File: config.mk
export PLATFORM = sky130hd
export DESIGN_NAME = subword_operand_cond
export DESIGN_NICKNAME = d
export VERILOG_FILES = /design/src/rtl/swsel_pkg.sv /design/src/rtl/swsel_field.sv /design/src/rtl/swsel_mod.sv /design/src/rtl/swsel_ctrl.sv /design/src/rtl/subword_operand_cond.sv
export SDC_FILE = /design/constraint.sdc
export NUM_CORES = 1
export LEC_CHECK = 0
export ABC_AREA = 1
export BUFFER_PORTS_ARGS = -buffer_cell sky130_fd_sc_hd__buf_2
export CAP_MARGIN = 30
export CORE_MARGIN = 2
export CORE_UTILIZATION = 55
export CTS_CLUSTER_DIAMETER = 80
export DETAILED_ROUTE_END_ITERATION = 8
export MAX_ROUTING_LAYER = met4
export PLACE_DENSITY = 0.84
export SETUP_SLACK_MARGIN = 0.5
export SLEW_MARGIN = 20
export SYNTH_ARGS = -nofsm -noshare
export SYNTH_HDL_FRONTEND = slang
export SYNTH_SLANG_ARGS = --single-unit
File: constraint.sdc
create_clock -name clk -period 4.1 [get_ports clk]
set_clock_uncertainty 0.2 [all_clocks]
set_input_delay 0.205 -clock clk [delete_from_list [all_inputs] [get_ports clk]]
set_output_delay 0.205 -clock clk [all_outputs]
set_load 0.01 [all_outputs]
File: src/rtl/swsel_pkg.sv
package swsel_pkg;

    typedef enum logic [1:0] {
        KIND_UINT  = 2'd0,
        KIND_SINT  = 2'd1,
        KIND_FLOAT = 2'd2,
        KIND_RSVD  = 2'd3
    } opnd_kind_e;

    typedef enum logic {
        ST_IDLE   = 1'b0,
        ST_LOADED = 1'b1
    } ctrl_state_e;

    typedef struct packed {
        logic sext;
        logic neg;
        logic abs_v;
    } mod_flags_t;

endpackage

File: src/rtl/swsel_field.sv
module swsel_field #(
    parameter int DATA_W = 32,
    parameter int SEL_W  = 3,
    parameter int IDX_W  = $clog2(DATA_W)
) (
    input  logic [DATA_W-1:0] data_i,
    input  logic [SEL_W-1:0]  sel_i,
    output logic [DATA_W-1:0] field_o,
    output logic [IDX_W-1:0]  top_o,
    output logic              bad_o
);
    localparam int NB   = DATA_W / 8;
    localparam int NH   = DATA_W / 16;
    localparam int FULL = NB + NH;

    logic [DATA_W-1:0] cand [FULL+1];
    logic [IDX_W-1:0]  tops [FULL+1];

    genvar g;
    for (g = 0; g < NB; g++) begin : g_byte
        assign cand[g] = {{(DATA_W-8){1'b0}}, data_i[8*g +: 8]};
        assign tops[g] = IDX_W'(7);
    end
    for (g = 0; g < NH; g++) begin : g_half
        assign cand[NB+g] = {{(DATA_W-16){1'b0}}, data_i[16*g +: 16]};
        assign tops[NB+g] = IDX_W'(15);
    end
    assign cand[FULL] = data_i;
    assign tops[FULL] = IDX_W'(DATA_W-1);

    always_comb begin
        field_o = '0;
        top_o   = '0;
        bad_o   = 1'b1;
        for (int k = 0; k <= FULL; k++) begin
            if (int'(sel_i) == k) begin
                field_o = cand[k];
                top_o   = tops[k];
                bad_o   = 1'b0;
            end
        end
    end

endmodule

File: src/rtl/swsel_mod.sv
module swsel_mod
    import swsel_pkg::*;
#(
    parameter int DATA_W = 32,
    parameter int IDX_W  = $clog2(DATA_W)
) (
    input  logic [DATA_W-1:0] field_i,
    input  logic [IDX_W-1:0]  top_i,
    input  opnd_kind_e        kind_i,
    input  mod_flags_t        flags_i,
    output logic [DATA_W-1:0] word_o,
    output logic              err_o
);
    logic [DATA_W-1:0] keep_mask;
    logic [DATA_W-1:0] below_mask;
    logic [DATA_W-1:0] top_bit;
    logic [DATA_W-1:0] st_abs;
    logic [DATA_W-1:0] st_neg;

    function automatic logic [DATA_W-1:0] widen(input logic [DATA_W-1:0] v,
                                                input logic [DATA_W-1:0] m,
                                                input logic              s);
        return s ? (v | ~m) : (v & m);
    endfunction

    always_comb begin
        keep_mask  = (DATA_W'(2) << top_i) - DATA_W'(1);
        below_mask = (DATA_W'(1) << top_i) - DATA_W'(1);
        top_bit    = DATA_W'(1) << top_i;
        st_abs     = field_i;
        st_neg     = field_i;
        word_o     = field_i;
        err_o      = 1'b0;
        unique case (kind_i)
            KIND_UINT: begin
                err_o  = flags_i.sext | flags_i.neg;
                word_o = field_i;
            end
            KIND_SINT: begin
                st_abs = (flags_i.abs_v && field_i[top_i])
                       ? (DATA_W'(0) - widen(field_i, keep_mask, 1'b1))
                       : field_i;
                st_neg = flags_i.neg
                       ? (DATA_W'(0) - widen(st_abs, keep_mask, st_abs[top_i]))
                       : st_abs;
                word_o = flags_i.sext
                       ? widen(st_neg, keep_mask, st_neg[top_i])
                       : st_neg;
            end
            KIND_FLOAT: begin
                err_o  = flags_i.sext;
                st_abs = flags_i.abs_v ? (field_i & below_mask) : field_i;
                st_neg = flags_i.neg ? (st_abs ^ top_bit) : st_abs;
                word_o = st_neg;
            end
            KIND_RSVD: begin
                err_o  = 1'b1;
            end
        endcase
    end

endmodule

File: src/rtl/swsel_ctrl.sv
module swsel_ctrl
    import swsel_pkg::*;
(
    input  logic clk,
    input  logic rst_n,
    input  logic in_valid_i,
    output logic load_o,
    output logic valid_o
);
    ctrl_state_e state_q;
    ctrl_state_e state_d;

    always_ff @(posedge clk or negedge rst_n) begin
        if (!rst_n) state_q <= ST_IDLE;
        else        state_q <= state_d;
    end

    always_comb begin
        state_d = state_q;
        unique case (state_q)
            ST_IDLE:   state_d = in_valid_i ? ST_LOADED : ST_IDLE;
            ST_LOADED: state_d = in_valid_i ? ST_LOADED : ST_IDLE;
        endcase
    end

    always_comb begin
        load_o  = in_valid_i;
        valid_o = (state_q == ST_LOADED);
    end

endmodule

File: src/rtl/subword_operand_cond.sv
module subword_operand_cond
    import swsel_pkg::*;
#(
    parameter int DATA_W = 32,
    parameter int SEL_W  = $clog2(DATA_W/8 + DATA_W/16 + 1)
) (
    input  logic              clk,
    input  logic              rst_n,
    input  logic              in_valid,
    input  logic [DATA_W-1:0] in_data,
    input  logic [SEL_W-1:0]  in_sel,
    input  logic [1:0]        in_type,
    input  logic              in_sext,
    input  logic              in_neg,
    input  logic              in_abs,
    output logic              out_valid,
    output logic [DATA_W-1:0] out_data,
    output logic              out_err
);
    localparam int IDX_W = $clog2(DATA_W);

    logic              load;
    logic [DATA_W-1:0] data_q;
    logic [SEL_W-1:0]  sel_q;
    opnd_kind_e        kind_q;
    mod_flags_t        flags_q;

    logic [DATA_W-1:0] field;
    logic [IDX_W-1:0]  top_idx;
    logic              sel_bad;
    logic [DATA_W-1:0] mod_word;
    logic              mod_err;

    swsel_ctrl u_ctrl (
        .clk        (clk),
        .rst_n      (rst_n),
        .in_valid_i (in_valid),
        .load_o     (load),
        .valid_o    (out_valid)
    );

    always_ff @(posedge clk or negedge rst_n) begin
        if (!rst_n) begin
            data_q  <= '0;
            sel_q   <= '0;
            kind_q  <= KIND_UINT;
            flags_q <= '0;
        end else if (load) begin
            data_q  <= in_data;
            sel_q   <= in_sel;
            kind_q  <= opnd_kind_e'(in_type);
            flags_q <= '{sext: in_sext, neg: in_neg, abs_v: in_abs};
        end
    end

    swsel_field #(.DATA_W(DATA_W), .SEL_W(SEL_W), .IDX_W(IDX_W)) u_field (
        .data_i  (data_q),
        .sel_i   (sel_q),
        .field_o (field),
        .top_o   (top_idx),
        .bad_o   (sel_bad)
    );

    swsel_mod #(.DATA_W(DATA_W), .IDX_W(IDX_W)) u_mod (
        .field_i (field),
        .top_i   (top_idx),
        .kind_i  (kind_q),
        .flags_i (flags_q),
        .word_o  (mod_word),
        .err_o   (mod_err)
    );

    always_comb begin
        out_err  = sel_bad | mod_err;
        out_data = out_err ? '0 : mod_word;
    end

endmodule

==> flow_metrics.env, run 1 <==
export IMPL_outcome="aborted with a tool error"
export IMPL_lastStage="global routing (5_1_grt)"
export IMPL_firstError="[ERROR GRT-0232] Routing congestion too high. Check the congestion heatmap in the GUI."
export IMPL_ys_seq_elements=41
export IMPL_yosysUniqueCellTypes=53
export IMPL_port_buffers=76
export IMPL_dp_cells=1442
export IMPL_synthArstFlopShare_pct=100.0
export IMPL_syn_nets=1099
export IMPL_start_util_pct=56.98
export IMPL_synth_area_mm2=0.006231
export IMPL_numCtsBuffers=5
export IMPL_finalWeightedCongestion=1.075
export IMPL_num_rows=38
export IMPL_synth_area_leaders="dfrtp_1 (16%), nand2_1 (16%), nand3_1 (7.8%)"
export IMPL_synth_flop_cell="dfrtp_1"
export IMPL_htree_levels=2
export IMPL_pin_count=77
export IMPL_cts_sinks=41
export IMPL_cts_buffer_depth=2
export IMPL_die_y_um=110.4
export IMPL_synth_edf_count=0
export IMPL_yosys_area_top_type="dfrtp_1"
export IMPL_grt_max_degree=72
export IMPL_dp_slack_ns=-0.4288
export IMPL_syn_inst=1049
export IMPL_die_x_um=110.4
export IMPL_cts_root_buf="clkbuf_16"
export IMPL_synth_top_area_share_pct=16.47
export IMPL_track_usage_pct=94.65
export IMPL_yosysWarnings=0
export IMPL_syn_avg_cell_area_um2=5.940
export IMPL_seq_area_frac_synth_pct=16.47
export IMPL_dp_hpwl_um=20630
export IMPL_grt_overflow=351
-- through the flow --
step,cell area [um^2],util (%)
global placement,8386,76.68
floorplan,6346,-
detailed placement,8386,76.68
CTS,9784,89.47
-- cells in the mapped netlist, types with 10 or more instances --
cell type  instances
a21oi_1           46
a21oi_2           12
buf_6             10
clkbuf_1          24
dfrtp_1           41
inv_1            104
inv_2             19
mux2_2            10
nand2_1          258
nand2_2           22
nand3_1           97
nand4_1           37
nor2_1           114
nor2_2            17
nor3_1            14
o21ai_0           79
o21ai_1           10
-- logic make-up after synthesis --
logic type	share of synthesized area, %
compound gates	18.90
xor+xnor	2.490
fa+ha+maj	1.406
buf+inv	12.69
flops	16.47
mux	1.807
simple gates	46.25
-- metal layers --
layer | GRT overflow | global-route usage (%)
met1 | 8 | 91.90
met2 | 238 | 106.5
met3 | 11 | 82.00
met4 | 94 | 96.50
met5 | - | -
-- what timing repair did --
item	CTS
gates cloned	1
buffers inserted	49
setup endpoints to repair	31
resized for setup	98
pin swaps	52
hold endpoints to repair	80
hold buffers	40
==> run 2: changes to the inputs <==
--- a/config.mk
+++ b/config.mk
@@ -9,12 +9,9 @@
 export BUFFER_PORTS_ARGS = -buffer_cell sky130_fd_sc_hd__buf_2
 export CAP_MARGIN = 30
 export CORE_MARGIN = 2
-export CORE_UTILIZATION = 55
-export CTS_CLUSTER_DIAMETER = 80
+export CORE_UTILIZATION = 40
 export DETAILED_ROUTE_END_ITERATION = 8
-export MAX_ROUTING_LAYER = met4
-export PLACE_DENSITY = 0.84
-export SETUP_SLACK_MARGIN = 0.5
+export PLACE_DENSITY_LB_ADDON = 0.15
 export SLEW_MARGIN = 20
 export SYNTH_ARGS = -nofsm -noshare
 export SYNTH_HDL_FRONTEND = slang
==> constraint.sdc (replaced) <==
create_clock -name clk -period 5.3 [get_ports clk]
set_clock_uncertainty 0.2 [all_clocks]
set_input_delay 0.265 -clock clk [delete_from_list [all_inputs] [get_ports clk]]
set_output_delay 0.265 -clock clk [all_outputs]
set_load 0.01 [all_outputs]
==> run 2 against run 1 <==
The flow now finishes, with violations (hold timing). Synthesized cell count unchanged. Area after synthesis unchanged.
==> flow_metrics.env, run 2 <==
export IMPL_core_area_mm2=0.01520
export IMPL_whs_path_depth=3
export IMPL_synth_area_mm2=0.006231
export IMPL_intPower_uw=909.9
export IMPL_start_util_pct=40.99
export IMPL_ir_worst_vdd_mv=0.1653
export IMPL_syn_inst=1049
export IMPL_ys_seq_elements=41
export IMPL_dp_hpwl_um=18230
export IMPL_track_usage_pct=28.93
export IMPL_grt_pass1_wl_um=37760
export IMPL_end_kind="output pin"
export IMPL_clkLatencyLatePin_ns=0.29
export IMPL_violations="hold timing"
export IMPL_rsz0062_at_grt="yes"
export IMPL_synth_edf_count=0
export IMPL_yosysUniqueCellTypes=53
export IMPL_max_stage_delay_ns=0.40
export IMPL_yosysWarnings=0
export IMPL_cts_root_buf="clkbuf_16"
export IMPL_cp_common_cell="nand2_1"
export IMPL_grt_pass1_vias=6947
export IMPL_critPathKind="flop to output pin"
export IMPL_largest_reg_flops=32
export IMPL_finalSetupTns_ns=0
export IMPL_num_rows=45
export IMPL_clk_pin_slew_worst_paths_ns=0.07
export IMPL_switchingPower_uw=973.8
export IMPL_port_buffers=76
export IMPL_clkPwrFrac_pct=16.4
export IMPL_n_antenna_cell=0
export IMPL_drc=0
export IMPL_hp_class="input pin to flop"
export IMPL_finalPower_mw=1.884
export IMPL_dp_slack_ns=0.1791
export IMPL_cap_violations=0
export IMPL_fin_cells=1348
export IMPL_setup_slack_ns=0.2330
export IMPL_max_slew_margin_pct=33.99
export IMPL_via_count=7519
export IMPL_htree_levels=2
export IMPL_cp_required_ns=4.84
export IMPL_comb_power_share_pct=63.1
export IMPL_synthTopCellsByCount="nand2_1 (258), nor2_1 (114), inv_1 (104), nand3_1 (97), o21ai_0 (79)"
export IMPL_numCtsBuffers=5
export IMPL_cp_max_fo=15
export IMPL_die_x_um=128.8
export IMPL_syn_avg_cell_area_um2=5.940
export IMPL_synth_flop_cell="dfrtp_1"
export IMPL_grt_overflow=0
export IMPL_seq_area_frac_synth_pct=16.47
export IMPL_avgViaCountPerCell=5.578
export IMPL_synth_area_leaders="dfrtp_1 (16%), nand2_1 (16%), nand3_1 (7.8%)"
export IMPL_reg2regPathDepth=4
export IMPL_cts_sinks=41
export IMPL_areaGrowthSynthToFinish_pct=20.46
export IMPL_wl_um=23530
export IMPL_p_leak_nw=3.498
export IMPL_cp_start_kind="flop"
export IMPL_mostFrequentLayoutCell="nand2_1"
export IMPL_reg_top3="data_q x32, flags_q x3, sel_q x3"
export IMPL_dieArea_mm2=0.01659
export IMPL_dr_pass1_iters=5
export IMPL_whs_ns=-0.002078
export IMPL_finalMaxSlewViolations=0
export IMPL_critPathSlowestCell="dfrtp_1"
export IMPL_outcome="finished with violations"
export IMPL_filler_cell_count=1611
export IMPL_synth_most_common_cell="nand2_1"
export IMPL_wire_per_inst_um=17.46
export IMPL_hold_violations=2
export IMPL_switching_share_pct=51.70
export IMPL_tightest_slew_ns=0.9890
export IMPL_drive_gt1_share_pct=23.19
export IMPL_cts_buffer_depth=2
export IMPL_max_freq_mhz=197.4
export IMPL_synth_top_area_share_pct=16.47
export IMPL_largest_register="data_q"
export IMPL_period_minus_slack_ns=5.067
export IMPL_powerDensity_mw_per_mm2=251.0
export IMPL_dp_cells=1290
export IMPL_yosys_area_top_type="dfrtp_1"
export IMPL_cts_tree="yes"
export IMPL_syn_nets=1099
export IMPL_critical_path_arrival_ns=4.60
export IMPL_ant_nets=0
export IMPL_antenna_found_initial=0
export IMPL_finalSetupViolCount=0
export IMPL_synthArstFlopShare_pct=100.0
export IMPL_die_y_um=128.8
export IMPL_finalWeightedCongestion=0.9591
export IMPL_post_route_period_util_pct=95.60
export IMPL_pin_count=77
export IMPL_pwr_share_seq_pct=20.5
export IMPL_grt_max_degree=42
export IMPL_first_iter_violations=753
export IMPL_final_cell_mix="nand2_1 (257), nor2_1 (108), inv_1 (104)"
export IMPL_num_nets_final=1209
## run 2: cell families after synthesis
group	count (synthesis)	share of synthesized area (%)
flops	41	16.47
simple gates	601	46.25
mux	10	1.807
compound gates	195	18.90
fa+ha+maj	7	1.406
xor+xnor	16	2.490
buf+inv	179	12.69
## run 2: worst paths after layout
kind | start | endpoint | slack [ns]
min | in_data[26] | data_q[26]$_DFFE_PN0P_ | -0.002
max reg2reg | flags_q[1]$_DFFE_PN0P_ | flags_q[1]$_DFFE_PN0P_ | 3.72
max | sel_q[2]$_DFFE_PN0P_ | out_data[17] | 0.23
max in group asynchronous | rst_n | data_q[28]$_DFFE_PN0P_ | 4.15
min reg2reg | data_q[12]$_DFFE_PN0P_ | data_q[12]$_DFFE_PN0P_ | 0.37
min in group asynchronous | rst_n | u_ctrl.valid_o$_DFF_PN0_ | 0.27
## run 2: area by class of cell
class | count | area, um^2 | share of cell area (%)
tap | 188 | 235.2 | 3.134
timing repair buffer | 153 | 1124 | 14.97
sequential | 41 | 1028 | 13.70
inverter | 129 | 495.5 | 6.601
clock inverter | 3 | 22.52 | 0.3000
clock buffer | 5 | 125.1 | 1.667
multi-input combinational | 829 | 4476 | 59.63
## run 2: critical path: cells and delay by family, from the launching register on
kind	cells	cell delay, ns
flip-flops	1	0.40
buffers and inverters	7	1.25
AND/OR/NAND/NOR	15	1.54
AO/OA/AOI/OAI	7	1.11
## run 2: metal layers
| metal | track usage [%] | wire length [um] | vias up |
|---|---|---|---|
| met5 | 0 | 0 | - |
| met4 | 9.143 | 803 | 0 |
| met3 | 3.077 | 1556 | 63 |
| met2 | 48.27 | 10980 | 297 |
| met1 | 39.35 | 10190 | 3476 |
| li1 | - | - | 3683 |
## run 2: power by group through the flow
| stage | clock network, mW | logic [mW] | registers [mW] |
|---|---|---|---|
| global placement | 0 | 1.10 | 0.392 |
| global route | 0.328 | 1.31 | 0.388 |
| detailed placement | 0 | 1.10 | 0.392 |
| floorplan | 0 | 0.825 | 0.367 |
| CTS | 0.312 | 1.12 | 0.386 |
| finish | 0.310 | 1.19 | 0.385 |
## run 2: what timing repair did
item,4_1_cts,5_1_grt
pin swaps,0,7
endpoints found under the setup margin,15,24
buffers inserted,0,18
resized for setup,2,22
endpoints found under the hold margin,71,0
hold buffers,31,0
## run 2: per-stage QoR
stage                     utilization, %  area (um^2)
after floorplan                        -         6231
after global placement             44.41         6751
after detailed placement           44.77         6807
after CTS                          47.80         7267
after global routing               49.37         7506
final                              49.37         7506
No activity file was read; power rests on OpenSTA's default activity.
